===== src/rtl/dbg_step_seq_pkg.sv =====
package dbg_step_seq_pkg;

    typedef enum logic [1:0] {
        HS_RUN  = 2'b00,
        HS_IDLE = 2'b01,
        HS_BUSY = 2'b10
    } host_stat_e;

    typedef enum logic [3:0] {
        S_BG,
        S_DIDLE,
        S_T_POP,
        S_T_ISSUE,
        S_T_EXEC,
        S_T_PUSH,
        S_T_VEC,
        S_R_POP,
        S_R_ISSUE
    } seq_state_e;

endpackage


===== src/rtl/dbg_bp_guard.sv =====
module dbg_bp_guard (
    input  logic clk,
    input  logic rst_n,
    input  logic in_bg,
    input  logic arm,
    input  logic retire,
    input  logic halt_req,
    input  logic bp_match,
    output logic enter,
    output logic supp
);
    logic supp_d, supp_q;

    always_comb begin
        supp_d = supp_q;
        if (arm)
            supp_d = 1'b1;
        else if (in_bg && retire)
            supp_d = 1'b0;
    end

    always_ff @(posedge clk or negedge rst_n) begin
        if (!rst_n) supp_q <= 1'b0;
        else        supp_q <= supp_d;
    end

    assign enter = in_bg && (halt_req || (bp_match && !supp_q));
    assign supp  = supp_q;
endmodule


===== src/rtl/dbg_step_seq.sv =====
module dbg_step_seq
    import dbg_step_seq_pkg::*;
#(
    parameter int          AW  = 16,
    parameter logic [AW-1:0] VEC = 16'h8010
) (
    input  logic          clk,
    input  logic          rst_n,
    input  logic          host_step,
    input  logic          host_resume,
    input  logic          halt_req,
    input  logic          bp_match,
    input  logic          cpu_ige,
    input  logic          stk_pop_ack,
    input  logic [AW-1:0] stk_pop_data,
    input  logic          stk_push_ack,
    input  logic          insn_ack,
    input  logic          exec_done,
    input  logic [AW-1:0] cpu_next_ip,
    output logic          stk_pop_req,
    output logic          stk_push_req,
    output logic [AW-1:0] stk_push_data,
    output logic          insn_req,
    output logic [AW-1:0] insn_addr,
    output logic          ip_load,
    output logic [AW-1:0] ip_value,
    output logic          ige_out,
    output logic          fetch_block,
    output logic          cpu_stall,
    output logic          cpu_halt,
    output logic          timer_en,
    output logic [1:0]    host_status
);
    typedef struct packed {
        seq_state_e    state;
        logic [AW-1:0] ret_addr;
        logic          saved_ige;
    } seq_regs_t;

    seq_regs_t r_d, r_q;
    logic      enter, bp_supp, in_bg, arm;
    logic      saved_ige;

    assign in_bg     = (r_q.state == S_BG);
    assign arm       = (r_q.state == S_R_ISSUE) && insn_ack;
    assign saved_ige = r_q.saved_ige;

    dbg_bp_guard u_guard (
        .clk      (clk),
        .rst_n    (rst_n),
        .in_bg    (in_bg),
        .arm      (arm),
        .retire   (exec_done),
        .halt_req (halt_req),
        .bp_match (bp_match),
        .enter    (enter),
        .supp     (bp_supp)
    );

    // next-state
    always_comb begin
        r_d = r_q;
        unique case (r_q.state)
            S_BG: if (enter) begin
                r_d.state     = S_DIDLE;
                r_d.saved_ige = cpu_ige;
            end
            S_DIDLE: begin
                if (host_step)        r_d.state = S_T_POP;
                else if (host_resume) r_d.state = S_R_POP;
            end
            S_T_POP: if (stk_pop_ack) begin
                r_d.ret_addr = stk_pop_data;
                r_d.state    = S_T_ISSUE;
            end
            S_T_ISSUE: if (insn_ack) r_d.state = S_T_EXEC;
            S_T_EXEC: if (exec_done) begin
                r_d.ret_addr = cpu_next_ip;
                r_d.state    = S_T_PUSH;
            end
            S_T_PUSH: if (stk_push_ack) r_d.state = S_T_VEC;
            S_T_VEC:  r_d.state = S_DIDLE;
            S_R_POP: if (stk_pop_ack) begin
                r_d.ret_addr = stk_pop_data;
                r_d.state    = S_R_ISSUE;
            end
            S_R_ISSUE: if (insn_ack) r_d.state = S_BG;
            default: r_d.state = S_DIDLE;
        endcase
    end

    // output decode
    always_comb begin
        stk_pop_req   = 1'b0;
        stk_push_req  = 1'b0;
        insn_req      = 1'b0;
        ip_load       = 1'b0;
        ige_out       = 1'b0;
        fetch_block   = 1'b0;
        cpu_stall     = 1'b0;
        cpu_halt      = 1'b1;
        timer_en      = 1'b0;
        host_status   = HS_BUSY;
        stk_push_data = r_q.ret_addr;
        insn_addr     = r_q.ret_addr;
        ip_value      = VEC;
        unique case (r_q.state)
            S_BG: begin
                cpu_halt    = 1'b0;
                timer_en    = 1'b1;
                ige_out     = r_q.saved_ige;
                host_status = HS_RUN;
            end
            S_DIDLE: host_status = HS_IDLE;
            S_T_POP, S_R_POP: stk_pop_req = 1'b1;
            S_T_ISSUE, S_R_ISSUE: begin
                insn_req = 1'b1;
                cpu_halt = 1'b0;
                ige_out  = r_q.saved_ige;
            end
            S_T_EXEC: begin
                cpu_halt = 1'b0;
                ige_out  = r_q.saved_ige;
            end
            S_T_PUSH: begin
                stk_push_req = 1'b1;
                cpu_stall    = 1'b1;
                fetch_block  = 1'b1;
            end
            S_T_VEC: begin
                ip_load     = 1'b1;
                cpu_stall   = 1'b1;
                fetch_block = 1'b1;
            end
            default: ;
        endcase
    end

    always_ff @(posedge clk or negedge rst_n) begin
        if (!rst_n) begin
            r_q.state     <= S_BG;
            r_q.ret_addr  <= '0;
            r_q.saved_ige <= 1'b0;
        end else begin
            r_q <= r_d;
        end
    end
endmodule


===== config.mk =====
export PLATFORM = sky130hd
export DESIGN_NAME = dbg_step_seq
export DESIGN_NICKNAME = d
export VERILOG_FILES = /design/src/rtl/dbg_step_seq_pkg.sv /design/src/rtl/dbg_bp_guard.sv /design/src/rtl/dbg_step_seq.sv
export SDC_FILE = /design/constraint.sdc
export NUM_CORES = 1
export LEC_CHECK = 0
export CORE_ASPECT_RATIO = 0.7
export CORE_MARGIN = 2
export CORE_UTILIZATION = 41
export CTS_CLUSTER_DIAMETER = 120
export DETAILED_ROUTE_END_ITERATION = 7
export GPL_TIMING_DRIVEN = 0
export PLACE_DENSITY = 0.95
export SLEW_MARGIN = 20
export SYNTH_ARGS = -nofsm -noshare
export SYNTH_HDL_FRONTEND = slang
export SYNTH_SLANG_ARGS = --single-unit

===== constraint.sdc =====
create_clock -name clk -period 2.9 [get_ports clk]
set_input_delay 0.725 -clock clk [delete_from_list [all_inputs] [get_ports clk]]
set_output_delay 0.725 -clock clk [all_outputs]
set_load 0.05 [all_outputs]

After elaboration in Yosys (flattened, before gate mapping)
Index checks and enable logic that the tools add are counted.
{ "totals": {"word_cells": 58, "output_inout_bits": 59, "ff_bits": 22, "in_bits": 43} }
{ "op_classes": {"n_reduce_logical": 16, "muxes": 22, "n_eq_ne": 16} }
{ "ops": {"columns": ["operator", "count"], "rows": [
  ["20-bit two-way mux", 3],
  ["16-bit one-hot mux with 3 select lines", 1],
  ["4-bit one-hot mux with 8 select lines", 1],
  ["4-bit two-way mux", 6],
  ["4-bit by 3-bit equality test with 1-bit output (second input constant)", 4],
  ["2-bit inequality test (second input constant)", 7],
  ["1-bit two-way mux", 10],
  ["4-bit by 2-bit equality test with 1-bit output (second input constant)", 2],
  ["8-bit AND reduction", 1],
  ["2-bit OR reduction", 3],
  ["4-bit by 1-bit equality test with 1-bit output (second input constant)", 1],
  ["4-bit equality test (second input constant)", 1],
  ["1-bit logical AND", 4],
  ["4-bit zero test", 1],
  ["2-bit one-hot mux with 2 select lines", 1],
  ["4-bit AND reduction", 1],
  ["4-bit OR reduction", 1],
  ["3-bit inequality test (second input constant)", 1],
  ["3-bit nonzero test", 1],
  ["2-bit AND reduction", 1],
  ["2-bit nonzero test", 1],
  ["1-bit zero test", 1],
  ["1-bit logical OR", 1]
]} }

Depth between registers and ports, before layout
{ "depth": {"ltp_word": 6, "mapped_depth": 8, "mapped_depth_nobuf": 5} }

Cells and area by module
From an unflattened synthesis, not the netlist that was laid out.
{ "unflattened": {"hier_cells": 189, "area_unflattened_um2": 1632.8} }
{ "modules_own_cells": {"columns": ["mod", "instances", "area_each_um2", "seq_area_each_um2", "cells_per_inst"], "rows": [
  ["dbg_step_seq", 1, 1582.8, 525.5, 184],
  ["dbg_bp_guard", 1, 50.0, 25.0, 5]
]} }

Least setup slack after synthesis
Ideal clock, no wire load.
{ "synth_path": {"kind": "register -> output", "startpoint": "register r_q[19] (netlist name)", "endpoint": "output port fetch_block", "path_slack_ns": -0.550, "arrival_time_ns": 2.725, "required_ns": 2.175, "path_buffers": 3, "stages_incl_launch_ff": 7, "path_cell_list": "dfrtp_1 > buf_2 > buf_1 > nand2_1 > nor3b_1 > or2_2 > buf_4"} }
{ "synth_via": {"elab_chain_cells": 3, "elab_cells_between_ends": 4, "classes_between": "eq/ne (2); mux (1); reduce/logical (1)"} }
{ "synth_rtl": {"columns": ["item", "line", "rtl"], "rows": [
  ["start, declared", "dbg_step_seq.sv:40", "seq_regs_t r_d, r_q;"],
  ["start signal, assigned", "dbg_step_seq.sv:145", "r_q <= r_d;"],
  ["4-bit by 3-bit equality test with 1-bit output", null, null],
  ["2-bit OR reduction (no source line) *", null, null],
  ["1-bit two-way mux *", null, null],
  ["end, declared", "dbg_step_seq.sv:28", "output logic fetch_block,"]
]} }
Every way passes the cells marked *; elsewhere a longest branch is shown, timed or not.

Worst setup path after layout
{ "layout_path": {"startpoint": "register r_q[19] (netlist name)", "endpoint": "output port ip_load"} }
{ "layout_via": {"elab_chain_cells": 2} }
{ "layout_rtl": {"columns": ["item", "line", "rtl"], "rows": [
  ["4-bit by 3-bit equality test with 1-bit output", "dbg_step_seq.sv:107", "unique case (r_q.state)"],
  ["1-bit two-way mux", "dbg_step_seq.sv:107", null],
  ["end, declared", "dbg_step_seq.sv:25", "output logic ip_load,"]
]} }
No other way between the ends.

==> reports/results.ini <==
[clock_tree]
numCtsBuffers = 3
cts_tree = built
clkTransAtPathRegs_ns = 0.08
cts_sinks = 22
cts-htree-levels = 1
hold_buffers = 0
clk_path_buf_depth = 2
worstSkewPairLatency_ns = 0.26
cts_root_buffer = clkbuf_8

[grt]
grt.overflow.total = 0
antenna_found_initial = 0
grt_pass1_wl_um = 6640
track_usage = 0.183
grt_max_degree = 23
grt_pass1_vias = 1460

[logic_synthesis]
synth_async_sr_flop_share = 1.00
ys.flop_type = dfrtp_1
avgSynthCellArea_um2 = 9.03
synth_top_cell_by_area = dfrtp_1
synth_edf_count = 0
yosysTopAreaCellShare = 0.326
netlist_top_cells_area = dfrtp_1 (33%), buf_4 (22%), mux2i_1 (9.5%)
synthCells = 187
synth_common_cells = buf_4 (50), dfrtp_1 (22), a21oi_1 (20), nor2_1 (19), mux2i_1 (16)
synth_cell_types = 45
ys_warn_count = 0
synth_most_common_cell = buf_4
ys_seq_area_frac = 0.326
netlist_area_um2 = 1690
synth_seq_cells = 22

[critical_path]
critPathMaxStageDelay_ns = 0.56
critPathCapture = ip_load
cp_top_family = buffers and inverters
rr_endpoint = insn_addr[6]
path_buf_inv = 3
crit_path_end_kind = output port
cp.required_ns = 2.17
worstSetupStartpoint = r_q[19]
start_kind = flop
reg2reg_slack_ns = 0.97
path_max_fanout = 10
crit_type = flop to output port
r2r_start = r_q[18]
rr_worst_depth = 6
path_depth = 5
worst_ep_arrival_time_ns = 2.04
crit_chain = buf_2, buf_1, nand2_1, nor3b_4, dlygate4sd2_1
slowest_stage = dlygate4sd2_1

[timing]
hold_viol_final = 0
worstMarginPinSlew_ns = 0.517
rsz0062_at_grt = no
slew_violations = 0
fmax_mhz = 362
setup_viol = 0
post-route-min-period_ns = 2.77
slew_headroom = 0.654
fin_skew_ns = 0.00738
period_share = 0.954
holdWs_ns = 0.413

[layout]
num-fill-cells = 322
diodes = 0
syn2layout_area_growth_pct = 61.3
nNetsFinal = 333
drive_gt1_frac = 0.263

[floorplanning]
die_h_um = 57.7
coreArea_um2 = 3950
start_util = 0.428
boundaryPins = 102
die_w_um = 80.7
rows = 19
die_area_um2 = 4650

[status]
status = complete, no violations

[detailed_routing]
num_vias = 1560
wl_per_cell_um = 12.4
wirelength_um = 4220
drt_iter0_drc = 65
drcViolationCount = 0
first_pass_iters = 4
avgViaCountPerCell = 4.57
final_antenna_net_count = 0

[placed_design]
gp_congestion = 0.860
hpwl_um = 3510
io_buffers = 85

[run]
drv_cap = 0

[min_path]
hold_class = input pin to async pin

==> state kept, by name, summed over array words and instances (netlist names) <==
signal and flops:
insn_addr 16, r_q 4, saved_ige 1, u_guard.supp 1
==> worst min path at each step <==
stage / start / end / slack (ns) / cells after the start
finish: rst_n / insn_addr[5] / 0.41 / 1
global route: rst_n / insn_addr[4] / 0.45 / 1
CTS: saved_ige / saved_ige / 0.52 / 1
detailed placement: saved_ige / saved_ige / 0.50 / 1
global placement: saved_ige / saved_ige / 0.48 / 1
floorplan: rst_n / insn_addr[0] / 0.43 / 0
==> stage by stage <==
| stage | area [um^2] | util | std cells | worst slack [ns] | TNS [ns] |
|---|---|---|---|---|---|
| final | 2720 | 0.690 | 341 | 0.134 | 0 |
| after global routing | 2720 | 0.690 | 341 | 0.0210 | 0 |
| after CTS | 2730 | 0.691 | 342 | 0.000374 | 0 |
| after detailed placement | 2670 | 0.676 | 338 | -0.0424 | -0.0424 |
| after global placement | 2670 | 0.676 | 338 | -0.0110 | -0.0110 |
| after floorplan | 1750 | - | 201 | 0.0159 | 0 |
==> what timing repair did <==
item / CTS / global route
buffers inserted: 0 / 0
endpoints found under the setup margin: 8 / 6
resized for setup: 9 / 5
==> cell families after synthesis <==
logic type,Yosys count,share of synthesized area
AOI/OAI and AO/OA,35,0.142
xor gates and xnor gates,1,0.00519
buffers and inverters,64,0.263
DFF,22,0.326
muxes,17,0.102
other,2,0.00445
and+or+nand+nor,46,0.158
==> cell type report <==
| type | count | area, um^2 | share of cell area |
|---|---|---|---|
| inverter | 3 | 11.3 | 0.00414 |
| multi-input combinational | 115 | 757 | 0.278 |
| buffer | 60 | 429 | 0.158 |
| tap | 52 | 65.1 | 0.0239 |
| clock inverter | 1 | 30.0 | 0.0110 |
| timing repair buffer | 85 | 838 | 0.308 |
| clock buffer | 3 | 41.3 | 0.0152 |
| sequential | 22 | 551 | 0.202 |
==> metal layers <==
metal / vias up / wire, um / GRT usage
met3: 2 / 385 / 0.0436
met1: 715 / 1760 / 0.243
met5: - / 0 / 0
met4: 0 / 12 / 0.0266
met2: 70 / 2060 / 0.315
li1: 773 / - / -
==> layout by cell type (no fill, tap or decap), types with 2 or more instances in the layout <==
cell              n
nand3b_1          2
dlygate4sd2_1     6
nor2_1           19
dlymetal6s2s_1    3
dfrtp_1          22
a21oi_1          20
buf_2             8
or2_2             2
mux2i_1          16
clkbuf_8          3
inv_1             2
nor2b_1           4
clkdlybuf4s50_1  73
buf_4            51
o21ai_0           2
nand2_1           5
conb_1           16
Power is left out: the tool's default activity adds up to more than one toggle a clock period on the data nets, which glitch-free logic cannot reach.
